`src/rtl/sertx_pkg.sv`:
```
package sertx_pkg;
  // Default geometry: narrow word is the upper half of the wide bus.
  localparam int unsigned DEF_NARROW_W = 10;
  localparam int unsigned DEF_WIDE_W   = 20;

  typedef enum logic {
    WIDTH_NARROW = 1'b0,
    WIDTH_WIDE   = 1'b1
  } width_e;
endpackage

```
`src/rtl/sertx_capture.sv`:
```
module sertx_capture #(
  parameter int unsigned WIDE_W = sertx_pkg::DEF_WIDE_W
) (
  input  logic              clk,
  input  logic              rst,
  input  logic              word_stb,
  input  logic              width_sel,
  input  logic [WIDE_W-1:0] par_in,
  input  logic              take,
  output logic              pend,
  output logic              pend_wide,
  output logic [WIDE_W-1:0] pend_word
);
  // Holding register: a strobe always wins over the shifter's take,
  // so a word captured on the loading edge is kept for the next boundary.
  always_ff @(posedge clk) begin
    if (rst) begin
      pend      <= 1'b0;
      pend_wide <= 1'b0;
      pend_word <= '0;
    end else if (word_stb) begin
      pend      <= 1'b1;
      pend_wide <= (width_sel == sertx_pkg::WIDTH_WIDE);
      pend_word <= par_in;
    end else if (take) begin
      pend      <= 1'b0;
    end
  end
endmodule

```
`src/rtl/sertx_shifter.sv`:
```
module sertx_shifter #(
  parameter int unsigned NARROW_W = sertx_pkg::DEF_NARROW_W,
  parameter int unsigned WIDE_W   = sertx_pkg::DEF_WIDE_W,
  localparam int unsigned CNT_W   = $clog2(WIDE_W + 1),
  localparam int unsigned LO      = WIDE_W - NARROW_W
) (
  input  logic              clk,
  input  logic              rst,
  input  logic              bit_en,
  input  logic              pend,
  input  logic              pend_wide,
  input  logic [WIDE_W-1:0] pend_word,
  output logic              take,
  output logic              out_vld,
  output logic              out_bit,
  output logic [CNT_W-1:0]  bits_left
);
  logic [WIDE_W-1:0] sreg;
  logic [WIDE_W-1:0] field;
  logic              at_bound;

  // Narrow words live in the upper part of the bus; both widths go out
  // lowest index first, so the field is right-aligned and shifted right.
  always_comb begin
    if (pend_wide) field = pend_word;
    else           field = {{LO{1'b0}}, pend_word[WIDE_W-1:LO]};
  end

  assign at_bound = (bits_left == '0);
  assign take     = bit_en && at_bound && pend;

  always_comb begin
    out_vld = 1'b0;
    out_bit = 1'b0;
    if (take) begin
      out_vld = 1'b1;
      out_bit = field[0];
    end else if (bit_en && !at_bound) begin
      out_vld = 1'b1;
      out_bit = sreg[0];
    end
  end

  always_ff @(posedge clk) begin
    if (rst) begin
      sreg      <= '0;
      bits_left <= '0;
    end else if (take) begin
      sreg      <= field >> 1;
      bits_left <= pend_wide ? CNT_W'(WIDE_W - 1) : CNT_W'(NARROW_W - 1);
    end else if (bit_en && !at_bound) begin
      sreg      <= sreg >> 1;
      bits_left <= bits_left - CNT_W'(1);
    end
  end
endmodule

```
`src/rtl/sertx_outstage.sv`:
```
module sertx_outstage #(
  parameter logic IDLE_LEVEL = 1'b0
) (
  input  logic clk,
  input  logic rst,
  input  logic bit_en,
  input  logic out_vld,
  input  logic out_bit,
  input  logic oe_a,
  input  logic oe_b,
  output logic ser_out
);
  always_ff @(posedge clk) begin
    if (rst)
      ser_out <= IDLE_LEVEL;
    else if (bit_en)
      ser_out <= (out_vld && oe_a && oe_b) ? out_bit : IDLE_LEVEL;
  end
endmodule

```
`src/rtl/sertx_dualwidth.sv`:
```
module sertx_dualwidth #(
  parameter int unsigned NARROW_W   = sertx_pkg::DEF_NARROW_W,
  parameter int unsigned WIDE_W     = sertx_pkg::DEF_WIDE_W,
  parameter logic        IDLE_LEVEL = 1'b0,
  localparam int unsigned CNT_W     = $clog2(WIDE_W + 1)
) (
  input  logic              clk,
  input  logic              rst,
  input  logic              bit_en,
  input  logic              word_stb,
  input  logic              width_sel,
  input  logic [WIDE_W-1:0] par_in,
  input  logic              oe_a,
  input  logic              oe_b,
  output logic              ser_out
);
  logic              take;
  logic              pend;
  logic              pend_wide;
  logic [WIDE_W-1:0] pend_word;
  logic              out_vld;
  logic              out_bit;
  logic [CNT_W-1:0]  bits_left;

  sertx_capture #(.WIDE_W(WIDE_W)) i_capture (
    .clk(clk), .rst(rst), .word_stb(word_stb), .width_sel(width_sel),
    .par_in(par_in), .take(take), .pend(pend), .pend_wide(pend_wide),
    .pend_word(pend_word)
  );

  sertx_shifter #(.NARROW_W(NARROW_W), .WIDE_W(WIDE_W)) i_shifter (
    .clk(clk), .rst(rst), .bit_en(bit_en), .pend(pend),
    .pend_wide(pend_wide), .pend_word(pend_word), .take(take),
    .out_vld(out_vld), .out_bit(out_bit), .bits_left(bits_left)
  );

  sertx_outstage #(.IDLE_LEVEL(IDLE_LEVEL)) i_outstage (
    .clk(clk), .rst(rst), .bit_en(bit_en), .out_vld(out_vld),
    .out_bit(out_bit), .oe_a(oe_a), .oe_b(oe_b), .ser_out(ser_out)
  );
endmodule

```
`config.mk`:
```
export PLATFORM = sky130hd
export DESIGN_NAME = sertx_dualwidth
export DESIGN_NICKNAME = d
export VERILOG_FILES = /design/src/rtl/sertx_pkg.sv /design/src/rtl/sertx_capture.sv /design/src/rtl/sertx_shifter.sv /design/src/rtl/sertx_outstage.sv /design/src/rtl/sertx_dualwidth.sv
export SDC_FILE = /design/constraint.sdc
export NUM_CORES = 1
export LEC_CHECK = 0
export BUFFER_PORTS_ARGS = -buffer_cell sky130_fd_sc_hd__buf_4
export CAP_MARGIN = 20
export CORE_MARGIN = 5
export CORE_UTILIZATION = 40
export DETAILED_ROUTE_END_ITERATION = 10
export GPL_ROUTABILITY_DRIVEN = 0
export GPL_TIMING_DRIVEN = 0
export PLACE_DENSITY = 0.62
export SYNTH_ARGS = -nofsm -noshare
export SYNTH_HDL_FRONTEND = slang
export SYNTH_SLANG_ARGS = --single-unit
```
`constraint.sdc`:
```
create_clock -name clk -period 2 [get_ports clk]
set_input_delay 0.2 -clock clk [delete_from_list [all_inputs] [get_ports clk]]
set_output_delay 0.2 -clock clk [all_outputs]
set_load 0.03 [all_outputs]
```
# Word level (Yosys, flattened, before mapping)
# Cells that the tools add are included.
[op_classes] n_addsub=1 mux=13 n_reduce_logical=9
[ops] operator="$mux 19" n=2
[ops] operator="$mux 20" n=1
[ops] operator="$mux 5" n=3
[ops] operator="$mux 1" n=7
[ops] operator="$logic_and 1x1->1" n=5
[ops] operator="$logic_not 5->1" n=1
[ops] operator="$sub 5x1->5 const B" n=1
[ops] operator="$reduce_bool 2->1" n=2
[ops] operator="$logic_not 1->1" n=1
[totals] reg_bits=47 out_inout_bits=1 elab_cells=29

# Logic depth before layout (Yosys ltp)
# Gate-level depths: netlist of run 1.
[logic_depth] word_depth=8 ltp_mapped=8 mapped_depth_nobuf=6

# Hierarchy
# From an unflattened synthesis of run 1, not the netlist that was laid out.
[unflattened] cells_unflattened=210 hier_area_um2=2030.7
[by_module_without_submodules] mod="sertx_shifter" instances=1 cells_each=133 area_per_inst_um2=1174.9
[by_module_without_submodules] mod="sertx_capture" instances=1 cells_each=72 area_per_inst_um2=804.5
[by_module_without_submodules] mod="sertx_outstage" instances=1 cells_each=5 area_per_inst_um2=51.3

# Worst setup path before layout of run 1
# Ideal clock, no wire load.
[synth_timing] kind="flip-flop to flip-flop" startpoint="register i_shifter.bits_left[0]" endpoint="register i_shifter.sreg[10]" t_arrival_ps=1673 t_required_ps=1868 slack_ps=195 path_stages_with_launch=8 path_buffers=1 period_less_slack_ps=1805 path_cell_list="dfxtp_1 > inv_1 > ha_1 > nor4b_1 > nand3_1 > buf_2 > a221oi_1 > nor3_1"
[synth_via] elab_chain_len=4 word_cells_on_any_way=7
[synth_lines] item="from (decl)" line_no="sertx_shifter.sv:16" source="output logic [CNT_W-1:0] bits_left"
[synth_lines] item="from (signal assigned)" line_no="sertx_shifter.sv:50" source="bits_left <= pend_wide ? CNT_W'(WIDE_W - 1) : CNT_W'(NARROW_W - 1);"
[synth_lines] item="from (signal assigned)" line_no="sertx_shifter.sv:53" source="bits_left <= bits_left - CNT_W'(1);"
[synth_lines] item="$logic_not 5->1 (*)" line_no="sertx_shifter.sv:29" source="assign at_bound = (bits_left == '0);"
[synth_lines] item="$logic_and 1x1->1 / $logic_not 1->1 (equally long branches)" line_no="sertx_shifter.sv:30, sertx_shifter.sv:51"
[synth_lines] item="$logic_and 1x1->1 (on tied branches)" line_no="sertx_shifter.sv:30, sertx_shifter.sv:51"
[synth_lines] item="$mux 19 / $reduce_bool 2->1 (equally long branches)"
[synth_lines] item="to (signal assigned)" line_no="sertx_shifter.sv:49" source="sreg <= field >> 1;"
[synth_lines] item="to (signal assigned)" line_no="sertx_shifter.sv:52" source="sreg <= sreg >> 1;"
[synth_lines] item="to (decl)" line_no="sertx_shifter.sv:18" source="logic [WIDE_W-1:0] sreg;"
# Every way passes the cells marked *; elsewhere a longest branch is shown, timed or not.
# A chain may end at the register's enable or synchronous reset.

# Worst setup path in the final report of run 1
[layout_timing] startpoint="register i_shifter.bits_left[1]" endpoint="register i_shifter.bits_left[3]"
[layout_via] elab_chain_len=4 word_cells_on_any_way=9
[layout_lines] item="branches (longest 4 deep; another with $sub 5x1->5)"
# Several ways; the timed one is not identified. The select of a mux whose other input is x is not followed.

==> reports/qor.csv, run 1 <==
stage,metric,value,unit
grt,grt_use_total,16.60,%
logic_synthesis,seq_area_frac_synth,45.97,%
grt,overflow,0,
clocking,cts.root.buffer_cell,clkbuf_8,
logic_synthesis,synth_area_leaders,"dfxtp_1, mux2i_1, nor2_1",
worst_setup_path,end_kind,flop,
route,wl,5.094,mm
die,fp.dieH,81.54,um
hold_path,min_from,par_in[9],
route,drt-initial-drc-count,90,
place,dp_slack,-0.3460,ns
route,dr_total_vias,1747,
route,firstDrtPassIters,4,
logic_synthesis,synth_top_area_cell,dfxtp_1,
logic_synthesis,syn_area,2047,um2
logic_synthesis,ys_types,34,
die,num_rows,26,
logic_synthesis,avgSynthCellArea,9.179,um2
clocking,clock-sinks,47,
clocking,cts_buffers,5,
cells_and_area,register_area,943.4,um2
worst_setup_path,r2r_end,i_shifter.bits_left[3],
worst_setup_path,cp_max_fo,5,
timing,fin_ws,0.1064,ns
timing,finalCritPeriodShare,94.68,%
die,io_pins,28,
run,drv_cap,0,
logic_synthesis,yosysTopAreaCellShare,45.97,%
worst_setup_path,r2r_setup_slack,0.11,ns
worst_setup_path,r2r-start,i_shifter.bits_left[1],
route,wire_per_inst,15.34,um
grt,grt_start_max_net_pins,14,
hold_path,whs_path_depth,3,
worst_setup_path,crit_start,i_shifter.bits_left[1],
logic_synthesis,synthTopCellsByCount,"dfxtp_1, nor2_1, mux2i_1",
pwr,leakagePower,0.001014,uW
clocking,clk_latency,0.30,ns
logic_synthesis,synth_edf_count,0,
cells_and_area,multiInputGateArea,1076,um2
run_status,status,"complete, no violations",
place,place_area,2330,um2
timing,finalSetupViolations,0,
die,coreArea,5042,um2
timing,fin_worst_skew,0.004917,ns
worst_setup_path,critPathLaunchType,flop,
clocking,max-clock-path-buffers,2,
clocking,htreeDepth,2,
timing,maxSlewHeadroom,49.50,%
place,dpl.hpwl,3.585,mm
die,dieArea,6648,um2
logic_synthesis,synth_warnings,0,
logic_synthesis,syn_nets,251,
cells_and_area,nNetsFinal,289,
pwr,p_per_area,1135,nW/um2
route,vias_per_cell,5.262,
clocking,clkTransAtPathRegs,0.08,ns
grt,grt_pass1_vias,1715,
worst_setup_path,required,2.22,ns
worst_setup_path,path_class,flop to flop,
timing,max_freq,528.1,MHz
logic_synthesis,synthCells,223,
route,ant_nets,0,
clocking,cts_tree,done,
clocking,cts_hold_buf,0,
logic_synthesis,synth.most_common_cell,dfxtp_1,
hold_path,holdPathEnd,i_capture.pend_word[9],
logic_synthesis,ys.flop_type,dfxtp_1,
logic_synthesis,async_reset_ff_share,0,%
timing,worst_slew_pin_slew,0.7576,ns
cells_and_area,areaGrowthSynthToFinish,24.63,%
cells_and_area,antenna_cells,0,
cells_and_area,final_util,50.60,%
cells_and_area,drive_gt1_share,23.28,%
timing,hold_violations,0,
timing,rsz0062_at_grt,false,
logic_synthesis,synth-seq-cells,47,
hold_path,hold_path.class,primary input to flop,
die,die_w,81.54,um
worst_setup_path,critPathArrivalTime,2.11,ns
grt,grt_pass1_wl,8.376,mm
worst_setup_path,r2r.worst_path.cells,8,
pwr,max-vdd-ir-drop,0.5765,mV
timing,final_max_slew_viol_count,0,
cells_and_area,fin_area,2551,um2
timing,period_needed,1.894,ns
route,drc,0,
place,portBuffers,26,
grt,grt_antenna_before_repair,0,
die,initial_core_util,40.60,%
cells_and_area,fill_cells,498,
==> kinds of logic (layout without fill, tap and decap cells) <==
kind of cell	count (synthesis)	in the layout	synth area share, %
AO/OA/AOI/OAI	39	39	14.55
XOR/XNOR	2	2	0.8559
adder cells (fa/ha/maj)	1	1	0.6111
buffers and inverters	24	63	5.134
flip-flops	47	47	45.97
multiplexers	22	22	10.82
AND/OR/NAND/NOR	88	88	22.07
==> routing by layer <==
layer | vias up | routed length, um | share of wire (%) | track usage [%]
met3 | 6 | 213 | 4.2 | 4.057
li1 | 872 | - | - | -
met2 | 32 | 2413 | 47 | 27.12
met5 | - | 0 | 0 | 0
met1 | 837 | 2417 | 47 | 22.18
met4 | 0 | 48 | 0.94 | 3.547
==> how the worst max path moves through the flow <==
| stage | to | depth (start not counted) |
|---|---|---|
| floorplan | i_shifter.sreg[10] | 7 |
| global placement | i_shifter.sreg[2] | 7 |
| detailed placement | i_shifter.sreg[2] | 7 |
| CTS | i_shifter.sreg[3] | 8 |
| global route | i_shifter.bits_left[3] | 8 |
| finish | i_shifter.bits_left[3] | 8 |
==> area by class of cell <==
cell class | count | share of cell area, %
Multi-Input combinational cell | 152 | 42.18
Inverter | 6 | 0.8828
Timing Repair Buffer | 31 | 9.514
Tap cell | 70 | 3.433
Clock buffer | 7 | 2.992
Buffer | 18 | 3.825
Clock inverter | 1 | 0.1962
Sequential cell | 47 | 36.98
==> critical path, stage by stage (launching register included) <==
cell and delay, ns:
dfxtp_2 0.34, inv_2 0.06, ha_4 0.15, or4b_4 0.47, buf_8 0.16, o21ai_4 0.19, buf_6 0.16, a21oi_2 0.04
o32ai_2 0.25
==> metrics by stage <==
step	std cells	hold slack (ns)	power [uW]	TNS, ns
finish	332	0.1356	2897	0
global route	332	0.1401	3115	0
CTS	329	0.1310	2729	0
detailed placement	319	0.4406	2102	-4.165
global placement	319	0.4323	2081	-1.903
floorplan	223	0.3169	1872	0
==> sequential cells by signal (all words and copies together) (netlist names) <==
signal,flops
i_capture.pend_word,20
i_shifter.sreg,19
i_shifter.bits_left,5
i_capture.pend,1
i_capture.pend_wide,1
i_outstage.ser_out,1
==> cells in the final DEF (no fill, tap or decap), types with 2 or more instances in the layout <==
cell / instances
nor2_1: 46
dfxtp_1: 45
buf_4: 29
mux2i_1: 21
clkbuf_1: 13
nor3_1: 10
a221oi_1: 9
nor2b_1: 9
nand3b_1: 9
o31ai_1: 9
a211oi_1: 6
a21oi_1: 5
clkbuf_8: 5
inv_1: 4
nand3_1: 3
buf_2: 3
nand2_1: 3
a211oi_2: 3
inv_2: 2
nor3_4: 2
buf_6: 2
dfxtp_2: 2
==> power breakdown <==
part	switching [uW]	internal [uW]	total [uW]	leakage [uW]
Combinational	595	548	1140	0.000586
Clock	305	246	551	0.0000422
Sequential	116	1090	1200	0.000387
==> repair_timing <==
action,in CTS,in global routing
gates cloned,0,2
setup buffers,2,1
resized for setup,6,19
endpoints found under the setup margin,21,23
pin swaps,2,4
No activity file was read; power rests on OpenSTA's default activity.
==> run 2, diff against run 1 <==
CTS_BUF_LIST = sky130_fd_sc_hd__clkbuf_8   (was default)
==> run 2 against run 1 <==
  * Final area stayed put
  * Hold slack about the same
  * Fmax is essentially flat
  * Clock-buffer cell count shrank 2
  * Wire length about the same
  * Sequential share of layout area stayed put
  * Cell count stayed put
  * Critical path type unchanged
  * Largest cell class unchanged
  * Largest power group unchanged
==> reports/qor.csv, run 2 (same netlist as run 1, synthesis figures left out) <==
stage,metric,value,unit,change
run_status,status,"complete, no violations",,
cells_and_area,regMostFlops,i_capture.pend_word,,
timing,max_freq,528.2,MHz,about the same
grt,grt_start_max_net_pins,14,,unchanged
route,wire_per_inst,15.33,um,about the same
worst_setup_path,r2r.worst_path.cells,8,,unchanged
place,placedCellCount,319,,unchanged
pwr,p_total,2888,uW,-0.31%
timing,hold_violations,0,,unchanged
timing,worst_slew_pin_slew,0.7594,ns,+0.001833 ns
clocking,max-clock-path-buffers,2,,unchanged
clocking,cts_hold_buf,0,,unchanged
run,drv_cap,0,,unchanged
worst_setup_path,r2r_setup_slack,0.11,ns,about the same
worst_setup_path,path_class,flop to flop,,
worst_setup_path,required,2.22,ns,about the same
grt,grt_use_total,16.60,%,unchanged
timing,finalSetupViolations,0,,unchanged
pwr,p_per_area,1132,nW/um2,-0.31%
worst_setup_path,critPathLaunchType,flop,,
timing,maxSlewHeadroom,49.37,%,-0.12 points
route,wl,5.091,mm,about the same
pwr,max-vdd-ir-drop,0.5664,mV,-1.8%
place,place_area,2330,um2,unchanged
place,dpl.hpwl,3.585,mm,unchanged
worst_setup_path,cpPeakStageDelay,0.47,ns,about the same
die,io_pins,28,,unchanged
cells_and_area,fin_area,2551,um2,unchanged
worst_setup_path,end_kind,flop,,
timing,period_needed,1.893,ns,-0.0003090 ns
cells_and_area,nNetsFinal,289,,unchanged
clocking,cts_tree,done,,
worst_setup_path,slowest_stage,or4b_4,,
die,dieArea,6648,um2,unchanged
route,ant_nets,0,,unchanged
cells_and_area,largest_reg_flops,20,,unchanged
clocking,cts.root.buffer_cell,clkbuf_8,,
worst_setup_path,path_cells,"inv_2, ha_4, or4b_4, buf_8, o21ai_4, buf_6, a21oi_2, o32ai_2",,
clocking,clock-sinks,47,,unchanged
die,initial_core_util,40.60,%,unchanged
route,drt-initial-drc-count,92,,+2.2%
clocking,clk_latency,0.30,ns,about the same
timing,rsz0062_at_grt,false,,
route,drc,0,,unchanged
timing,finalCritPeriodShare,94.66,%,about the same
worst_setup_path,critPathArrivalTime,2.11,ns,about the same
cells_and_area,final_cells,332,,unchanged
hold_path,whs_path_depth,3,,unchanged
cells_and_area,top_regs,"i_capture.pend_word: 20 flops, i_shifter.sreg: 19 flops, i_shifter.bits_left: 5 flops",,
die,die_w,81.54,um,unchanged
cells_and_area,antenna_cells,0,,unchanged
timing,fin_worst_skew,0.004363,ns,-0.0005544 ns
grt,overflow,0,,unchanged
grt,grt_antenna_before_repair,0,,unchanged
clocking,cts_buffers,5,,unchanged
place,portBuffers,26,,unchanged
grt,grt_pass1_wl,8.376,mm,unchanged
route,firstDrtPassIters,4,,unchanged
timing,fin_ws,0.1067,ns,+0.0003090 ns
timing,worst_hold_slack,0.1358,ns,+0.0002180 ns
die,num_rows,26,,unchanged
worst_setup_path,cp_max_fo,5,,unchanged
clocking,clkTransAtPathRegs,0.08,ns,about the same
clocking,htreeDepth,2,,unchanged
place,dp_slack,-0.3460,ns,unchanged
cells_and_area,final_common_cell,nor2_1,,
cells_and_area,drive_gt1_share,23.28,%,unchanged
hold_path,hold_path.class,primary input to flop,,
die,fp.dieH,81.54,um,unchanged
cells_and_area,areaGrowthSynthToFinish,24.63,%,unchanged
timing,final_max_slew_viol_count,0,,unchanged
pwr,leakagePower,0.001023,uW,+0.82%
grt,grt_pass1_vias,1715,,unchanged
route,vias_per_cell,5.235,,-0.52%
cells_and_area,mostFrequentLayoutCells,"nor2_1, dfxtp_1, buf_4",,
route,dr_total_vias,1738,,-0.52%
die,coreArea,5042,um2,unchanged
[run 2: cell type report]
class | count | area, um2
Fill cell | 498 | 2491
Multi-Input combinational cell | 152 | 1076
Sequential cell | 47 | 943.4
Timing Repair Buffer | 31 | 242.7
Buffer | 18 | 97.59
Tap cell | 70 | 87.58
Clock buffer | 5 | 68.82
Inverter | 6 | 22.52
Clock inverter | 3 | 12.51
[run 2: path summary, 6_finish.rpt]
path	startpoint	to
setup / recovery	i_shifter.bits_left[1]	i_shifter.bits_left[3]
hold / removal	par_in[16]	i_capture.pend_word[16]
setup reg to reg	i_shifter.bits_left[1]	i_shifter.bits_left[3]
hold reg to reg	i_outstage.ser_out	i_outstage.ser_out
[run 2: metal layers]
metal,share of wire [%],track usage (%)
met2,47,27.12
met5,0,0
met1,47,22.18
met3,4.3,4.057
met4,0.94,3.547
[run 2: per-stage QoR]
stage | utilization (%) | TNS, ns
after floorplan | - | 0
after global routing | 50.60 | 0
final | 50.60 | 0
after detailed placement | 46.20 | -4.165
after global placement | 46.20 | -1.903
after CTS | 48.96 | 0
[run 2: repair_timing]
| action | 4_1_cts | 5_1_grt |
|---|---|---|
| cloned | 0 | 2 |
| pin swaps | 2 | 4 |
| setup buffers | 2 | 1 |
| gates resized for setup | 6 | 19 |
| setup endpoints to repair | 21 | 23 |
[run 2: where the power goes]
part / switching (uW) / internal (uW) / leakage (uW) / total, uW
Clock: 306 / 236 / 0.0000505 / 541
Combinational: 595 / 548 / 0.000586 / 1140
Sequential: 116 / 1090 / 0.000387 / 1200
[run 2: worst max-delay path, delay by kind of cell, from the launching register on]
kind,cells,cell delay [ns]
buffers and inverters,3,0.38
AOI/OAI and AO/OA,3,0.48
adders and majority gates,1,0.15
DFF,1,0.34
and+or+nand+nor,1,0.47
